$ cat src/rtl/qm_pkg.sv
package qm_pkg;
    typedef enum logic {
        QM_LOAD  = 1'b0,
        QM_SERVE = 1'b1
    } qm_state_e;
endpackage

$ cat src/rtl/qm_desc_ram.sv
module qm_desc_ram #(
    parameter int WORDS = 64,
    parameter int W     = 20,
    localparam int AW   = $clog2(WORDS)
) (
    input  logic          clk,
    input  logic          rd_en,
    input  logic [AW-1:0] raddr,
    output logic [W-1:0]  rdata,
    input  logic          we,
    input  logic [AW-1:0] waddr,
    input  logic [W-1:0]  wdata
);
    logic [W-1:0] mem [WORDS];

    always_ff @(posedge clk) begin
        if (we) mem[waddr] <= wdata;
        if (rd_en) rdata <= mem[raddr];
    end
endmodule

$ cat src/rtl/qm_occ_flags.sv
module qm_occ_flags #(
    parameter int CNT_W = 8
) (
    input  logic [CNT_W-1:0] head_cnt,
    input  logic [CNT_W-1:0] tail_cnt,
    input  logic [CNT_W-1:0] afull_level,
    input  logic [CNT_W-1:0] aempty_level,
    output logic [CNT_W-1:0] occ,
    output logic             empty,
    output logic             full,
    output logic             afull,
    output logic             aempty
);
    localparam logic [CNT_W-1:0] CAP = CNT_W'(1) << (CNT_W - 1);

    always_comb begin
        occ    = tail_cnt - head_cnt;
        empty  = (occ == '0);
        full   = (occ == CAP);
        afull  = (occ >= afull_level);
        aempty = (occ <= aempty_level);
    end
endmodule

$ cat src/rtl/qm_queue_mgr.sv
module qm_queue_mgr #(
    parameter int NUM_Q      = 64,
    parameter int FRAME_LOG2 = 6,
    parameter int DEPTH_LOG2 = 7,
    parameter int ADDR_W     = 25,
    localparam int QID_W     = $clog2(NUM_Q),
    localparam int CNT_W     = DEPTH_LOG2 + 1
) (
    input  logic              clk,
    input  logic              rst_n,
    output logic              ready,
    input  logic              req_valid,
    input  logic              req_write,
    input  logic [QID_W-1:0]  req_qid,
    input  logic [CNT_W-1:0]  afull_level,
    input  logic [CNT_W-1:0]  aempty_level,
    output logic              mem_valid,
    output logic              mem_write,
    output logic [ADDR_W-1:0] mem_addr,
    output logic              rsp_valid,
    output logic [QID_W-1:0]  rsp_qid,
    output logic              rsp_err,
    output logic              rsp_empty,
    output logic              rsp_full,
    output logic              rsp_afull,
    output logic              rsp_aempty,
    output logic              svc_req,
    output logic [QID_W-1:0]  svc_qid
);
    import qm_pkg::*;

    localparam int PTR_W   = QID_W + CNT_W;
    localparam int DESC_W  = 4 + 2 * PTR_W;
    localparam int OFF_W   = FRAME_LOG2 + DEPTH_LOG2;
    localparam int EMPTY_B = 2 * PTR_W + 2;
    localparam logic [QID_W-1:0] LAST_Q = QID_W'(NUM_Q - 1);

    qm_state_e          state, state_nx;
    logic [QID_W-1:0]   load_cnt;
    logic               accept;

    logic               s1_valid, s1_write, s1_fwd;
    logic [QID_W-1:0]   s1_qid;
    logic [DESC_W-1:0]  fwd_desc, ram_rdata, cur_desc, wb_desc;
    logic               ram_we;
    logic [QID_W-1:0]   ram_waddr;
    logic [DESC_W-1:0]  ram_wdata;

    logic [PTR_W-1:0]   head, tail, new_head, new_tail, sel_ptr;
    logic [CNT_W-1:0]   pre_occ, post_occ;
    logic               pre_empty, pre_full, pre_afull, pre_aempty;
    logic               post_empty, post_full, post_afull, post_aempty;
    logic               do_mem;

    // ---------------- controller ----------------
    always_ff @(posedge clk) begin
        if (!rst_n) begin
            state    <= QM_LOAD;
            load_cnt <= '0;
        end else begin
            state <= state_nx;
            if (state == QM_LOAD) load_cnt <= load_cnt + QID_W'(1);
        end
    end

    always_comb begin
        state_nx = state;
        unique case (state)
            QM_LOAD:  if (load_cnt == LAST_Q) state_nx = QM_SERVE;
            QM_SERVE: state_nx = QM_SERVE;
        endcase
    end

    assign ready  = (state == QM_SERVE);
    assign accept = req_valid && ready;

    // ---------------- access pipeline ----------------
    always_ff @(posedge clk) begin
        if (!rst_n) begin
            s1_valid <= 1'b0;
            s1_write <= 1'b0;
            s1_qid   <= '0;
            s1_fwd   <= 1'b0;
            fwd_desc <= '0;
        end else begin
            s1_valid <= accept;
            s1_write <= req_write;
            s1_qid   <= req_qid;
            s1_fwd   <= accept && s1_valid && (s1_qid == req_qid);
            fwd_desc <= wb_desc;
        end
    end

    qm_desc_ram #(.WORDS(NUM_Q), .W(DESC_W)) u_ram (
        .clk   (clk),
        .rd_en (accept),
        .raddr (req_qid),
        .rdata (ram_rdata),
        .we    (ram_we),
        .waddr (ram_waddr),
        .wdata (ram_wdata)
    );

    assign cur_desc = s1_fwd ? fwd_desc : ram_rdata;
    assign head     = cur_desc[2*PTR_W-1:PTR_W];
    assign tail     = cur_desc[PTR_W-1:0];

    qm_occ_flags #(.CNT_W(CNT_W)) u_pre (
        .head_cnt (head[CNT_W-1:0]), .tail_cnt (tail[CNT_W-1:0]),
        .afull_level (afull_level), .aempty_level (aempty_level),
        .occ (pre_occ), .empty (pre_empty), .full (pre_full),
        .afull (pre_afull), .aempty (pre_aempty)
    );

    always_comb begin
        do_mem   = s1_valid && (s1_write ? !pre_full : !pre_empty);
        new_head = head;
        new_tail = tail;
        if (do_mem && s1_write)
            new_tail = {tail[PTR_W-1:CNT_W], tail[CNT_W-1:0] + CNT_W'(1)};
        if (do_mem && !s1_write)
            new_head = {head[PTR_W-1:CNT_W], head[CNT_W-1:0] + CNT_W'(1)};
        sel_ptr  = s1_write ? tail : head;
    end

    qm_occ_flags #(.CNT_W(CNT_W)) u_post (
        .head_cnt (new_head[CNT_W-1:0]), .tail_cnt (new_tail[CNT_W-1:0]),
        .afull_level (afull_level), .aempty_level (aempty_level),
        .occ (post_occ), .empty (post_empty), .full (post_full),
        .afull (post_afull), .aempty (post_aempty)
    );

    assign wb_desc = {post_full, post_empty, post_afull, post_aempty, new_head, new_tail};

    // descriptor write port: base loading, then write-back
    always_comb begin
        if (state == QM_LOAD) begin
            ram_we    = 1'b1;
            ram_waddr = load_cnt;
            ram_wdata = {4'b0101, load_cnt, CNT_W'(0), load_cnt, CNT_W'(0)};
        end else begin
            ram_we    = s1_valid;
            ram_waddr = s1_qid;
            ram_wdata = wb_desc;
        end
    end

    // ---------------- outputs ----------------
    always_comb begin
        mem_valid  = do_mem;
        mem_write  = s1_write;
        mem_addr   = ADDR_W'({sel_ptr[PTR_W-1:CNT_W], sel_ptr[DEPTH_LOG2-1:0],
                              FRAME_LOG2'(0)});
        rsp_valid  = s1_valid;
        rsp_qid    = s1_qid;
        rsp_err    = s1_valid && s1_write && pre_full;
        rsp_empty  = post_empty;
        rsp_full   = post_full;
        rsp_afull  = post_afull;
        rsp_aempty = post_aempty;
        svc_req    = do_mem && s1_write && post_full;
        svc_qid    = s1_qid;
    end

    // ---------------- assertions ----------------
    p_ready_hold_r1: assert property (@(posedge clk) disable iff (!rst_n)
        ready |=> ready);
    p_quiet_load_r1: assert property (@(posedge clk) disable iff (!rst_n)
        !ready |-> (!mem_valid && !rsp_valid));
    p_region_r2: assert property (@(posedge clk) disable iff (!rst_n)
        mem_valid |-> (mem_addr[OFF_W +: QID_W] == rsp_qid));
    p_err_no_mem_r6: assert property (@(posedge clk) disable iff (!rst_n)
        rsp_err |-> !mem_valid);
    p_flag_excl_r7: assert property (@(posedge clk) disable iff (!rst_n)
        rsp_valid |-> !(rsp_full && rsp_empty));
    p_stored_flag_r7: assert property (@(posedge clk) disable iff (!rst_n)
        (s1_valid && !s1_fwd) |-> (ram_rdata[EMPTY_B] == pre_empty));
    p_occ_bound_r7: assert property (@(posedge clk) disable iff (!rst_n)
        rsp_valid |-> (post_occ <= (CNT_W'(1) << DEPTH_LOG2)));
    p_svc_full_r9: assert property (@(posedge clk) disable iff (!rst_n)
        svc_req |-> (rsp_full && mem_valid && mem_write));
endmodule

$ cat config.mk
export PLATFORM = sky130hd
export DESIGN_NAME = qm_queue_mgr
export DESIGN_NICKNAME = d
export VERILOG_FILES = /design/src/rtl/qm_pkg.sv /design/src/rtl/qm_desc_ram.sv /design/src/rtl/qm_occ_flags.sv /design/src/rtl/qm_queue_mgr.sv
export SDC_FILE = /design/constraint.sdc
export NUM_CORES = 2
export LEC_CHECK = 0
export ABC_CLOCK_PERIOD_IN_PS = 11200
export BUFFER_PORTS_ARGS = -buffer_cell sky130_fd_sc_hd__buf_2
export CORE_MARGIN = 2
export CORE_UTILIZATION = 40
export CTS_CLUSTER_DIAMETER = 60
export DETAILED_ROUTE_END_ITERATION = 6
export GPL_TIMING_DRIVEN = 0
export HOLD_SLACK_MARGIN = 0.12
export PLACE_DENSITY = 0.6
export SYNTH_ARGS = -nofsm -noshare
export SYNTH_HDL_FRONTEND = slang
export SYNTH_SLANG_ARGS = --single-unit
$ cat constraint.sdc
create_clock -name clk -period 11.2 [get_ports clk]
set_clock_uncertainty 0.2 [all_clocks]
set_input_delay 3.36 -clock clk [delete_from_list [all_inputs] [get_ports clk]]
set_output_delay 3.36 -clock clk [all_outputs]
set_load 0.03 [all_outputs]
# After elaboration in Yosys (flattened, before gate mapping)
# Memories as Yosys holds them, arrays and structs flattened. A register that Yosys moved wholly into a read port is not among the register bits.
# Cells that the tools add are included.
# W data, S select, Z words.
# word_totals
ff_bits	44
inputBits	26
mem_bits_rw	2048
out_inout_bits	47
word_cells	46
mem_count	1
# memory_table
memory	depth	width	read_ports	rd_clocked_by_memory_dff	wr	line_no	rtl
u_ram.mem	64	32	1	1	1	qm_desc_ram.sv:14	logic [W-1:0] mem [WORDS];
# classes
n_reduce_logical	14
n_bitwise	1
addsub	5
n_mux	12
eq_ne	4
order_cmp	2
# ops
operator	n
$mux W32	1
$mux W28	1
$add A8 B1 Y8 const B	2
$eq A8 B8 Y1 const B	2
$logic_not A8 Y1	2
$mux W8	2
$sub A8 B8 Y8	2
$mux W14	1
$logic_and A1 B1 Y1	9
$ge A8 B8 Y1	1
$le A8 B8 Y1	1
$add A6 B1 Y6 const B	1
$eq A6 B6 Y1	1
$eq A6 B6 Y1 const B	1
$mux W6	1
$mux W1	5
$logic_not A1 Y1	3
$pmux W1 S2	1
$not A1 Y1	1

# Longest topological paths before layout
# depth
word_depth	11
depth_mapped	27
mapped_depth_nobuf	24

# Hierarchy
# From an unflattened synthesis, not the netlist that was laid out.
# unflattened
cells_unflattened	3861
hier_area_um2	83337.4
# by_module_without_submodules
module	n_inst	cells_per_inst	area_each_um2	seq_area_each_um2
qm_desc_ram	1	3324	78835.6	62459.9
qm_queue_mgr	1	317	2902.8	880.8
qm_occ_flags	2	110	799.5	0.0

# Worst setup path before layout
# No wires, ideal clock.
# synth_path
kind	reg2out
start	reg s1_fwd
end	out svc_req
slack_ps	1554
stages_incl_launch_ff	26
n_path_buf	4
arrival_time_ps	6086
t_required_ps	7640
path_cell_list	dfxtp_1 buf_4 buf_4 buf_2 mux2_2 inv_1 ha_1 and2b_4 o2111a_1 or3_4 a21o_1 a211oi_4 or2_1 buf_6 xnor2_1 inv_1 ha_1 inv_1 fa_1 a21o_1 a21oi_1 o21bai_1 a21oi_1 xor2_1 or4b_2 nor3_1
# synth_between
elab_chain_len	11
word_cells_on_any_way	17
cone_classes	add/sub (4); eq/ne (2); mux (4); reduce/logical (7)
# synth_lines
item	line_no	rtl
start: declaration	qm_queue_mgr.sv:42	logic s1_valid, s1_write, s1_fwd;
start signal: assignment	qm_queue_mgr.sv:89	s1_fwd <= accept && s1_valid && (s1_qid == req_qid);
$mux W28 *	qm_queue_mgr.sv:104	assign cur_desc = s1_fwd ? fwd_desc : ram_rdata;
$sub A8 B8 Y8	qm_occ_flags.sv:17	occ = tail_cnt - head_cnt;
$eq A8 B8 Y1 or $logic_not A8 Y1 (tied branches)	qm_occ_flags.sv:19, qm_occ_flags.sv:18	
$logic_not A1 Y1	qm_queue_mgr.sv:116	do_mem = s1_valid && (s1_write ? !pre_full : !pre_empty);
$mux W1	qm_queue_mgr.sv:116	
$logic_and A1 B1 Y1	qm_queue_mgr.sv:116	
$logic_and A1 B1 Y1 (on tied branches)	qm_queue_mgr.sv:119, qm_queue_mgr.sv:161, qm_queue_mgr.sv:121	
$mux W8 (on tied branches)	qm_queue_mgr.sv:119, qm_queue_mgr.sv:121	
$sub A8 B8 Y8	qm_occ_flags.sv:17	
$eq A8 B8 Y1	qm_occ_flags.sv:19	full = (occ == CAP);
$logic_and A1 B1 Y1 *	qm_queue_mgr.sv:161	svc_req = do_mem && s1_write && post_full;
end: declaration	qm_queue_mgr.sv:27	output logic svc_req,
# Mark *: on every way between the ends. The rest lies on a longest branch, timed or not.

# Worst setup path in the final report
# Ends and elaborated chain as after synthesis.

==> results.toml <==
[routing]
drtPass1Iterations = 5
via_per_inst = 5.742
vias = 34248
initialDrtViolationCount = 4343
drc = 0
wl_mm = 191.2
antenna_left = 0
wl_per_cell_um = 32.06

[critical_path]
cp-start-kind = "flop"
crit_fanout = 10
end_kind = "output pin"
r2r-start = "s1_fwd$_SDFF_PN0_"
critical_path_required_ns = 7.64
worstSetupPathType = "flop to output pin"
cp-startpoint = "s1_fwd$_SDFF_PN0_"
arrival_ns = 7.26
rrSetupSlack_ns = 5.90

[cts]
root_buffer = "clkbuf_16"
tritoncts = "done"
cts.clk_slew.worst_paths_ns = 0.06
ctsHtreeMaxLevel = 4
clkSinkCount = 1864
clock_latency_ns = 0.82
cts_hold_buffers = 0
cts_made_buffers = 185
clk_path_buf_depth = 3

[global_route]
grt_max_degree = 65
globalRouteMet2Util_pct = 32.71
gr-total-overflow = 0
grt_pass1_wl_mm = 268.3
top_usage_layer = "met2"
antenna_found_initial = 15
track_usage_pct = 20.72
use_met1_pct = 27.99
grt_pass1_vias = 34441
grt_util_met3_pct = 5.154

[logic_synthesis]
yosysTopAreaCellShare_pct = 75.18
syn_inst = 3083
async_flop_share_pct = 0
avgSynthCellArea_um2 = 23.58
ys.warnings.count = 0
synth_area_leaders = "edfxtp_1 75%, mux4_2 18%, dfxtp_1 1.2%"
synth_ff_type = "edfxtp_1"
synth-edff-count = 1820
yosysSeqAreaShare_pct = 76.39
yosysTopAreaCell = "edfxtp_1"
synth_area_mm2 = 0.07270
synth-seq-cells = 1864
synthDistinctLibCells = 65

[pwr]
p_leak_nw = 26.71
vdd_drop_max_mv = 0.1723
powerDensity_mw_per_mm2 = 169.4
total_power_mw = 14.35

[die]
start_util_pct = 40.22
fp-row-count = 156
die_y_um = 430.3
coreArea_mm2 = 0.1807
die_area_mm2 = 0.1852
fp.dieW_um = 430.3
ios = 73

[hold_path]
hp-class = "flop to flop"
min_from = "load_cnt[0]$_SDFFE_PN0N_"

[final_layout]
fillers = 14672
final_common_cell = "edfxtp_1"
drive_gt1_share_pct = 32.92
nNetsFinal = 3494
final_util_pct = 46.87
layout_common_cells = "1820 x edfxtp_1, 594 x mux4_2, 190 x clkbuf_16, 122 x clkbuf_1, 101 x buf_2"
stdcell_count = 5964
area_delta_synth_final_pct = 16.54

[sta]
period_minus_slack_ns = 10.82
slew_headroom_pct = 2.807
finalMaxSlewViolations = 0
totalNegativeSetupSlack_ns = 0
setup_viol = 0
hold_violations = 0
max_freq_ghz = 0.09246
fin_crit_sh_pct = 96.57
holdWs_ns = 0.3790
tightest_slew_ns = 1.458

[job]
max_cap_viol_count = 0

[placement]
gp_congestion = 0.9041
portBuffers = 54
dpl.cell_count = 5613
dp_hpwl_mm = 131.0

[run_status]
status = "completed"
-- metal layers --
metal	wire, um	part of all wire (%)	vias up
met1	75670	40	18581
met3	16880	8.8	306
li1	-	-	13868
met2	91150	48	1485
met4	7463	3.9	8
met5	52	0.027	-
-- worst max-delay path, stage by stage (launching register included) --
cell and delay [ns]:
dfxtp_1 0.32, buf_4 0.17, buf_4 0.23, clkbuf_4 0.27, mux2_2 0.40, inv_1 0.07
ha_1 0.27, and2b_4 0.20, o2111a_1 0.26, or3_4 0.38, a21o_1 0.24, a211oi_4 0.28
or2_1 0.15, buf_6 0.13, xnor2_1 0.16, inv_1 0.10, ha_1 0.16, inv_1 0.06
fa_1 0.43, a21o_1 0.19, a21oi_1 0.21, o21bai_1 0.09, a21oi_1 0.25, xor2_2 0.25
or4b_2 0.66, nor3_1 0.25, buf_2 0.24
-- cells by family after synthesis --
kind of cell	share of synthesized area, %
flip-flops	76.39
multiplexers	18.88
AND/OR/NAND/NOR	1.725
buffers and inverters	1.282
AO/OA/AOI/OAI	0.6678
XOR/XNOR	0.4681
adder cells (fa/ha/maj)	0.5886
other	0.005158
-- where the power goes --
part / switching [mW] / internal (mW) / leakage, nW
Clock: 2.59 / 3.36 / 2.82
Sequential: 0.0142 / 7.63 / 17.2
Combinational: 0.447 / 0.302 / 6.66
-- sequential cells by signal, summed over array words and instances (netlist names) --
name,count
s1_fwd,1
u_ram.rdata,28
rsp_valid,1
rsp_qid,6
fwd_desc,28
u_ram.mem,1792
ready,1
load_cnt,6
mem_write,1
-- cell type report --
cell class	count	area, um^2	share of cell area [%]
Buffer	174	809.5	0.9555
Multi-Input combinational cell	1021	16970	20.03
Inverter	35	131.4	0.1551
Clock inverter	102	780.7	0.9216
Clock buffer	240	4982	5.881
Tap cell	2370	2965	3.500
Timing Repair Buffer	155	2540	2.998
Sequential cell	1864	55530	65.55
Antenna cell	3	7.507	0.008861
-- what timing repair did --
action / CTS / global route
resized for setup: 2 / 9
pin swaps: 0 / 2
setup endpoints to repair: 2 / 4
setup buffers: 0 / 5
-- metrics by stage --
step / cell area, um^2 / setup slack [ns]
2_1_floorplan: 72740 / 1.554
3_3_place_gp: 75980 / 0.9579
3_5_place_dp: 78830 / 0.8310
4_1_cts: 84600 / 0.09313
5_1_grt: 84710 / -0.0001430
6_report: 84720 / 0.3846
-- cells in the mapped netlist (3+ instances only) --
cell	instances
a21o_1	8
a21oi_1	26
and2_1	43
and3_1	5
buf_1	27
buf_2	49
buf_4	21
clkbuf_1	76
dfxtp_1	44
edfxtp_1	1820
ha_1	31
inv_1	34
mux2_2	3
mux2i_1	31
mux4_2	594
nand2_1	24
nand2b_1	6
nand3_1	11
nand4_1	8
nand4b_1	3
nor2_1	85
nor2b_1	27
nor3_1	7
nor3b_1	5
o211ai_1	3
o21ai_0	6
o32ai_1	3
or3_1	3
xnor2_1	24
xor2_1	13
-- worst paths after layout --
check / endpoint / cells past startpoint
worst min register to register: load_cnt[0]$_SDFFE_PN0N_ / 2
worst max register to register: u_ram.mem[60][19]$_DFFE_PP_ / 15
worst max-delay path: svc_req / 26
worst min-delay path: load_cnt[0]$_SDFFE_PN0N_ / 2
Power figures use the tool's default switching activity.
